`src/rtl/uart_regfront.sv`:
```
module uart_regfront #(
  parameter int DEPTH  = 32,
  parameter int ADDR_W = 16,
  parameter int DATA_W = 32
) (
  input  logic              clk,
  input  logic              rst_n,
  input  logic              req_valid,
  output logic              req_ready,
  input  logic              req_write,
  input  logic [ADDR_W-1:0] req_addr,
  input  logic [DATA_W-1:0] req_wdata,
  output logic              rd_valid,
  output logic [DATA_W-1:0] rd_data,
  input  logic              baud_tick,
  output logic              txd,
  input  logic              rxd
);
  localparam int PW = $clog2(DEPTH);
  localparam int CW = PW + 1;
  localparam logic [6:0] OFS_EN = 7'h04, OFS_STAT = 7'h28, OFS_RXCNT = 7'h68,
                         OFS_TXD = 7'h70, OFS_RXD = 7'h78;

  wire [6:0] ofs = req_addr[6:0];
  wire wr = req_valid && req_write;
  wire rd = req_valid && !req_write;
  assign req_ready = 1'b1;

  logic en;
  always_ff @(posedge clk or negedge rst_n)
    if (!rst_n) en <= 1'b0;
    else if (wr && ofs == OFS_EN) en <= req_wdata[0];

  // transmit queue and shifter
  logic [7:0]    tx_mem [DEPTH];
  logic [PW-1:0] tx_wp, tx_rp;
  logic [CW-1:0] tx_cnt;
  logic [9:0]    tx_sh;
  logic [3:0]    tx_bits;

  wire tx_full  = tx_cnt == CW'(DEPTH);
  wire tx_empty = tx_cnt == '0;
  wire tx_push  = wr && ofs == OFS_TXD && !tx_full;
  wire tx_pop   = baud_tick && en && tx_bits == 4'd0 && !tx_empty;

  always_ff @(posedge clk)
    if (tx_push) tx_mem[tx_wp] <= req_wdata[7:0];

  always_ff @(posedge clk or negedge rst_n)
    if (!rst_n) begin
      tx_wp <= '0; tx_rp <= '0; tx_cnt <= '0;
    end else begin
      if (tx_push) tx_wp <= tx_wp + 1'b1;
      if (tx_pop)  tx_rp <= tx_rp + 1'b1;
      tx_cnt <= tx_cnt + CW'(tx_push) - CW'(tx_pop);
    end

  always_ff @(posedge clk or negedge rst_n)
    if (!rst_n) begin
      tx_sh <= '1; tx_bits <= '0;
    end else if (tx_pop) begin
      tx_sh <= {1'b1, tx_mem[tx_rp], 1'b0};
      tx_bits <= 4'd10;
    end else if (baud_tick && tx_bits != 4'd0) begin
      tx_sh <= {1'b1, tx_sh[9:1]};
      tx_bits <= tx_bits - 4'd1;
    end

  assign txd = (tx_bits == 4'd0) ? 1'b1 : tx_sh[0];

  // receiver and receive queue
  logic [7:0]    rx_mem [DEPTH];
  logic [PW-1:0] rx_wp, rx_rp;
  logic [CW-1:0] rx_cnt;
  logic [7:0]    rx_sh;
  logic [3:0]    rx_bits;

  wire rx_full  = rx_cnt == CW'(DEPTH);
  wire rx_empty = rx_cnt == '0;
  wire rx_push  = baud_tick && rx_bits == 4'd1 && rxd && en && !rx_full;
  wire rx_pop   = rd && ofs == OFS_RXD && !rx_empty;

  always_ff @(posedge clk or negedge rst_n)
    if (!rst_n) begin
      rx_sh <= '0; rx_bits <= '0;
    end else if (baud_tick) begin
      if (rx_bits == 4'd0) begin
        if (!rxd) rx_bits <= 4'd9;
      end else begin
        if (rx_bits != 4'd1) rx_sh <= {rxd, rx_sh[7:1]};
        rx_bits <= rx_bits - 4'd1;
      end
    end

  always_ff @(posedge clk)
    if (rx_push) rx_mem[rx_wp] <= rx_sh;

  always_ff @(posedge clk or negedge rst_n)
    if (!rst_n) begin
      rx_wp <= '0; rx_rp <= '0; rx_cnt <= '0;
    end else begin
      if (rx_push) rx_wp <= rx_wp + 1'b1;
      if (rx_pop)  rx_rp <= rx_rp + 1'b1;
      rx_cnt <= rx_cnt + CW'(rx_push) - CW'(rx_pop);
    end

  // read path
  logic [DATA_W-1:0] rd_mux;
  always_comb begin
    rd_mux = '0;
    case (ofs)
      OFS_EN:    rd_mux[0] = en;
      OFS_STAT: begin
        rd_mux[8] = !tx_full;
        rd_mux[9] = tx_empty && tx_bits == 4'd0;
      end
      OFS_RXCNT: rd_mux[CW-1:0] = rx_cnt;
      OFS_RXD:   if (!rx_empty) rd_mux[7:0] = rx_mem[rx_rp];
      default:   rd_mux = '0;
    endcase
  end

  always_ff @(posedge clk or negedge rst_n)
    if (!rst_n) begin
      rd_valid <= 1'b0; rd_data <= '0;
    end else begin
      rd_valid <= rd;
      if (rd) rd_data <= rd_mux;
    end
endmodule


```
`config.mk`:
```
export PLATFORM = sky130hd
export DESIGN_NAME = uart_regfront
export DESIGN_NICKNAME = d
export VERILOG_FILES = /design/src/rtl/uart_regfront.sv
export SDC_FILE = /design/constraint.sdc
export NUM_CORES = 1
export LEC_CHECK = 0
export BUFFER_PORTS_ARGS = -buffer_cell sky130_fd_sc_hd__buf_2
export CORE_MARGIN = 5
export CORE_UTILIZATION = 25
export CTS_CLUSTER_SIZE = 14
export DETAILED_ROUTE_END_ITERATION = 6
export SETUP_SLACK_MARGIN = 0.3
export SYNTH_ARGS = -nofsm -noshare
export SYNTH_HDL_FRONTEND = slang
export SYNTH_SLANG_ARGS = --single-unit
export TNS_END_PERCENT = 5
```
`constraint.sdc`:
```
create_clock -name clk -period 3.3 [get_ports clk]
set_input_delay 0 -clock clk [delete_from_list [all_inputs] [get_ports clk]]
set_output_delay 0 -clock clk [all_outputs]
set_load 0.05 [all_outputs]
```
Word-level counts from Yosys, hierarchy flattened
Memory sizes are Yosys's and may differ from the RTL's.
Index checks and enable logic that the tools add are counted.
{"block": "op_classes", "n_addsub": 10, "n_eq_ne": 10, "mux": 16, "bitwise": 1, "reduce_logical": 29}
{"cell": "$eq 7x7->1 const B", "count": 3}
{"cell": "$add 5x1->5 const B", "count": 4}
{"cell": "$mux 10", "count": 2}
{"cell": "$logic_and 1x1->1", "count": 16}
{"cell": "$mux 4", "count": 4}
{"cell": "$add 6x1->6", "count": 2}
{"cell": "$eq 6x6->1 const B", "count": 2}
{"cell": "$logic_not 6->1", "count": 2}
{"cell": "$sub 6x1->6", "count": 2}
{"cell": "$pmux 5 s2", "count": 1}
{"cell": "$logic_not 4->1", "count": 2}
{"cell": "$mux 8", "count": 1}
{"cell": "$sub 4x1->4 const B", "count": 2}
{"cell": "$eq 7x3->1 const B", "count": 1}
{"cell": "$eq 7x6->1 const B", "count": 1}
{"cell": "$logic_not 1->1", "count": 5}
{"cell": "$mux 1", "count": 5}
{"cell": "$eq 4x1->1 const B", "count": 1}
{"cell": "$mux 2", "count": 2}
{"cell": "$ne 4x1->1 const B", "count": 1}
{"cell": "$reduce_bool 4->1", "count": 1}
{"cell": "$pmux 1 s3", "count": 1}
{"cell": "$reduce_and 3->1", "count": 1}
{"cell": "$ne 2x2->1 const B", "count": 1}
{"cell": "other kinds (3)", "count": 3}
{"block": "totals", "regBits": 70, "ramBits": 512, "input_bits": 54, "out_inout_bits": 35, "wordCells": 81, "n_memories": 2}
{"name": "rx_mem", "depth": 32, "word_bits": 8, "rd": 1, "rd_clocked_by_memory_dff": 0, "write_ports": 1, "line_no": "72", "text": "logic [7:0] rx_mem [DEPTH];"}
{"name": "tx_mem", "depth": 32, "word_bits": 8, "rd": 1, "rd_clocked_by_memory_dff": 0, "write_ports": 1, "line_no": "35", "text": "logic [7:0] tx_mem [DEPTH];"}

Logic depth before layout (Yosys ltp)
{"block": "logic_depth", "depth_word": 7, "ltp_mapped": 17, "depth_no_buf": 15}

Least setup slack after synthesis
No wires, ideal clock.
{"block": "synth_path", "kind": "flip-flop to flip-flop", "start": "register tx_bits[0]", "end": "register tx_cnt[4]", "setup_time_ns": 0.122, "t_arrival_ns": 2.920, "required_time_ns": 3.178, "slack_ns": 0.257, "stages_incl_launch_ff": 18, "n_path_buf": 2, "synth_period_minus_slack_ns": 3.043, "cell_sequence": "dfrtp_1 > inv_1 > ha_1 > or3b_1 > clkbuf_1 > or3_1 > buf_2 > clkinv_1 > ha_1 > inv_1 > ha_1 > inv_1 > fa_1 > inv_1 > a21oi_1 > nor2_1 > nor2_1 > xnor2_1"}
{"block": "synth_via", "elab_chain_len": 4}
{"element": "start, declared", "line_no": "39", "text": "logic [3:0] tx_bits;"}
{"element": "start signal, assigned", "line_no": "66", "text": "tx_bits <= tx_bits - 4'd1;"}
{"element": "$logic_not 4->1", "line_no": "44", "text": "wire tx_pop = baud_tick && en && tx_bits == 4'd0 && !tx_empty;"}
{"element": "$logic_and 1x1->1 (2 in series)", "line_no": "44"}
{"element": "via tx_pop", "line_no": "44"}
{"element": "$sub 6x1->6", "line_no": "55", "text": "tx_cnt <= tx_cnt + CW'(tx_push) - CW'(tx_pop);"}
{"element": "end signal, assigned", "line_no": "55"}
{"element": "end, declared", "line_no": "37", "text": "logic [CW-1:0] tx_cnt;"}
The timed path passes the listed nets, and every way through them passes these cells.
A chain may end at the register's enable or synchronous reset.

Worst setup path in the final report
{"block": "layout_path", "start": "register tx_bits[1]", "end": "register tx_cnt[4]"}
Same word-level chain as after synthesis.

==> qor.yml <==
synthesis:
  synthDistinctLibCells: 66
  syn_avg_cell_area_um2: 17.9
  synth-compound-area-share: 0.0347
  synth-seq-cells: 581
  synth-edff-count: 512
  synth_adder_area_share: 0.0170
  yosysWarnings: 0
  synthCells: 1320
  synth_xor_area_frac: 0.00926
  synth-main-ff-cell: "edfxtp_1"
  synth_top_family_by_area: "multiplexers"
  synth_area_um2: 23600
  synth-simple-area-share: 0.0500
  synth-seq-area-share: 0.724
  muxShareOfSynthArea: 0.141
  synthArstFlopShare: 0.119
critical_path:
  crit_type: "reg -> reg"
  cp.required_ps: 3810
  rr_worst_depth: 15
  end_kind: "flip-flop"
  worstPathMaxFanout: 9
  r2r_start: "tx_bits[1]"
  setup.worst_path.start_class: "flip-flop"
  worstPathArrival_ps: 3440
  r2r_end: "tx_cnt[4]"
  r2r_slack_ps: 370
clock_network:
  cts_tree: "yes"
  path_clk_slew_ps: 60
  cts-htree-levels: 2
  cts_root_buf: "clkbuf_16"
  cts_buffers: 57
  clock_sinks: 581
  cts_max_path_buffers: 3
  worstSkewPairLatency_ps: 610
finish:
  n_antenna_cell: 0
  finalNonFillerCells: 2759
  drive_above_1_share: 0.256
  nets: 1542
  area_growth_pct: 18.0
global_route:
  grt_pass1_vias: 12607
  gr-total-overflow: 0
  grt_antenna_before_repair: 2
  grt_util_all_layers: 0.100
  grt_pass1_wl_um: 80000
  grt_max_degree: 70
floorplanning:
  fp.dieH_um: 317
  start_util: 0.252
  rows: 112
  dieArea_um2: 101000
  coreArea_um2: 93600
  dieWidth_um: 317
  io_pins: 89
detailed_routing:
  vias: 12217
  viasPerCell: 4.43
  drtIter0Drc: 1091
  post-route-drc-count: 0
  drt-total-wl_um: 52300
  firstDrtPassIters: 5
  wire_per_inst_um: 18.9
  drtAntennaViolNets: 0
placed_design:
  port_buffers: 32
  dp_hpwl_um: 33000
  gp_congestion: 0.772
  dp.cells: 2631
hold_path:
  hold_path_class: "in -> reg"
  hold_depth: 4
  holdPathEnd: "en"
  hp-start: "req_addr[5]"
job:
  drv_cap: 0
timing:
  rsz0062_at_grt: "yes"
  min_period_ps: 2930
  max_freq_mhz: 342
  fin_skew_ps: 36.1
  finalCritPeriodShare: 0.886
  hold_ws_ps: 55.5
  tightest_slew_ps: 1280
  hold_viol_final: 0
  slew_headroom: 0.149
  finalSetupViolCount: 0
  report.final.slew_viol_count: 0
outcome:
  status: "finished, final reports clean"
pwr:
  power_leakage_nw: 9.02
  power_mw: 18.0
  power_density_nw_per_um2: 644
  ir_worst_vdd_v: 0.000398
-- synthesized netlist by cell type (all sizes together) (3+ instances only) --
cell	instances	area [um2]
o31ai	3	22.5
or3b	5	43.8
mux2i	61	611
xnor2	16	140
dfstp	9	236
a211o	4	35.0
nor2	100	375
o221ai	12	105
ha	29	363
nor2b	5	31.3
or2	3	18.8
o211ai	7	52.6
a211oi	6	45.0
buf	48	292
edfxtp	512	15400
a22oi	7	52.6
or3	5	31.3
a21o	6	45.0
nand3	13	65.1
nand3b	7	52.6
clkbuf	40	150
dfrtp	60	1500
inv	29	109
mux2	32	360
nand2b	6	37.5
xor2	9	78.8
a21oi	20	100
nand4	6	37.5
o21ai	22	110
nor3	25	125
mux4	105	2360
a32oi	3	26.3
o22ai	12	75.1
nand2	56	218
-- through the flow --
step	cell area, um2	TNS, ps	util	setup slack (ps)
2_1_floorplan	23700	0	-	294
3_3_place_gp	25800	-44.7	0.275	-44.7
3_5_place_dp	25800	-83.0	0.275	-83.0
4_1_cts	27800	0	0.297	195
5_1_grt	27900	0	0.298	177
6_report	27900	0	0.298	375
-- placed cells by master (no fill, tap or decap), drive strengths merged, types with 3 or more instances in the layout --
cell / count
bufinv: 4
mux2: 32
a211oi: 6
o211ai: 7
or2: 3
o31ai: 3
xnor2: 16
o22ai: 12
a22oi: 7
dfrtp: 60
nand3: 13
nor2: 100
clkinv: 19
or3b: 5
nor3: 25
a211o: 4
a21oi: 20
nand2b: 6
or3: 5
nor2b: 5
o21ai: 22
dlygate4sd3: 17
nand4: 6
o221ai: 12
nand3b: 7
nand2: 56
clkinvlp: 4
mux4: 105
dfstp: 9
edfxtp: 512
inv: 32
buf: 128
a21o: 6
xor2: 9
ha: 29
a32oi: 3
conb: 23
clkbuf: 78
mux2i: 61
-- logic make-up (layout without fill, tap and decap cells) --
group	after synthesis	after routing
compound gates	118	118
xor+xnor	25	25
fa+ha+maj	31	31
buf+inv	118	282
flops	581	581
mux	198	198
other cells	2	23
simple gates	247	247
-- state kept, by name, indices dropped and copies added, names as in the netlist --
| register | count |
|---|---|
| rx_mem | 256 |
| rx_bits | 4 |
| tx_wp | 5 |
| rx_sh | 8 |
| tx_sh | 9 |
| rx_cnt | 6 |
| rx_wp | 5 |
| en | 1 |
| tx_mem | 256 |
| tx_rp | 5 |
| rd_valid | 1 |
| rd_data | 10 |
| tx_bits | 4 |
| rx_rp | 5 |
| tx_cnt | 6 |
-- layout make-up --
class | count | area (um2)
clock inverter | 29 | 295
clock buffer | 78 | 1570
sequential | 581 | 17100
tap | 1254 | 1570
fill | 9242 | 65700
timing repair buffer | 145 | 1100
inverter | 30 | 118
multi-input combinational | 642 | 6100
-- worst max path at each step --
stage | to | slack [ps] | cells past startpoint | startpoint
floorplan | tx_cnt[4] | 290 | 17 | tx_bits[0]
detailed placement | tx_cnt[4] | -80 | 15 | tx_cnt[2]
global route | tx_cnt[4] | 180 | 15 | tx_bits[0]
CTS | tx_cnt[4] | 190 | 15 | tx_bits[0]
global placement | tx_cnt[4] | -40 | 15 | tx_cnt[4]
finish | tx_cnt[4] | 370 | 15 | tx_bits[1]
-- power breakdown --
part | internal [mW] | switching [mW]
Clock | 3.65 | 2.74
Sequential | 8.75 | 0.727
Combinational | 0.956 | 1.12
-- routing by layer --
metal  vias up  share of wire  track usage
met1      6387           0.45        0.144
li1       5432              -            -
met4         2          0.012       0.0169
met2       339           0.47        0.160
met3        57          0.063       0.0219
met5         -        0.00025            0
-- worst max-delay path, stage by stage, from the launching register on --
cell and delay [ps]:
dfrtp_1 390, inv_1 60, ha_1 160, or3b_4 390, or3_4 370, inv_6 100, ha_1 230, inv_1 60
ha_1 160, inv_1 60, fa_2 370, inv_1 60, a21oi_1 60, nor2_1 120, nor2_1 70, xnor2_1 180
-- what timing repair did --
item,in CTS,in global routing
buffers inserted,0,4
resized for setup,3,11
gates cloned,0,0
hold endpoints to repair,273,0
pin swaps,0,6
hold buffers,17,0
endpoints found under the setup margin,24,20
Power figures use the tool's default switching activity.
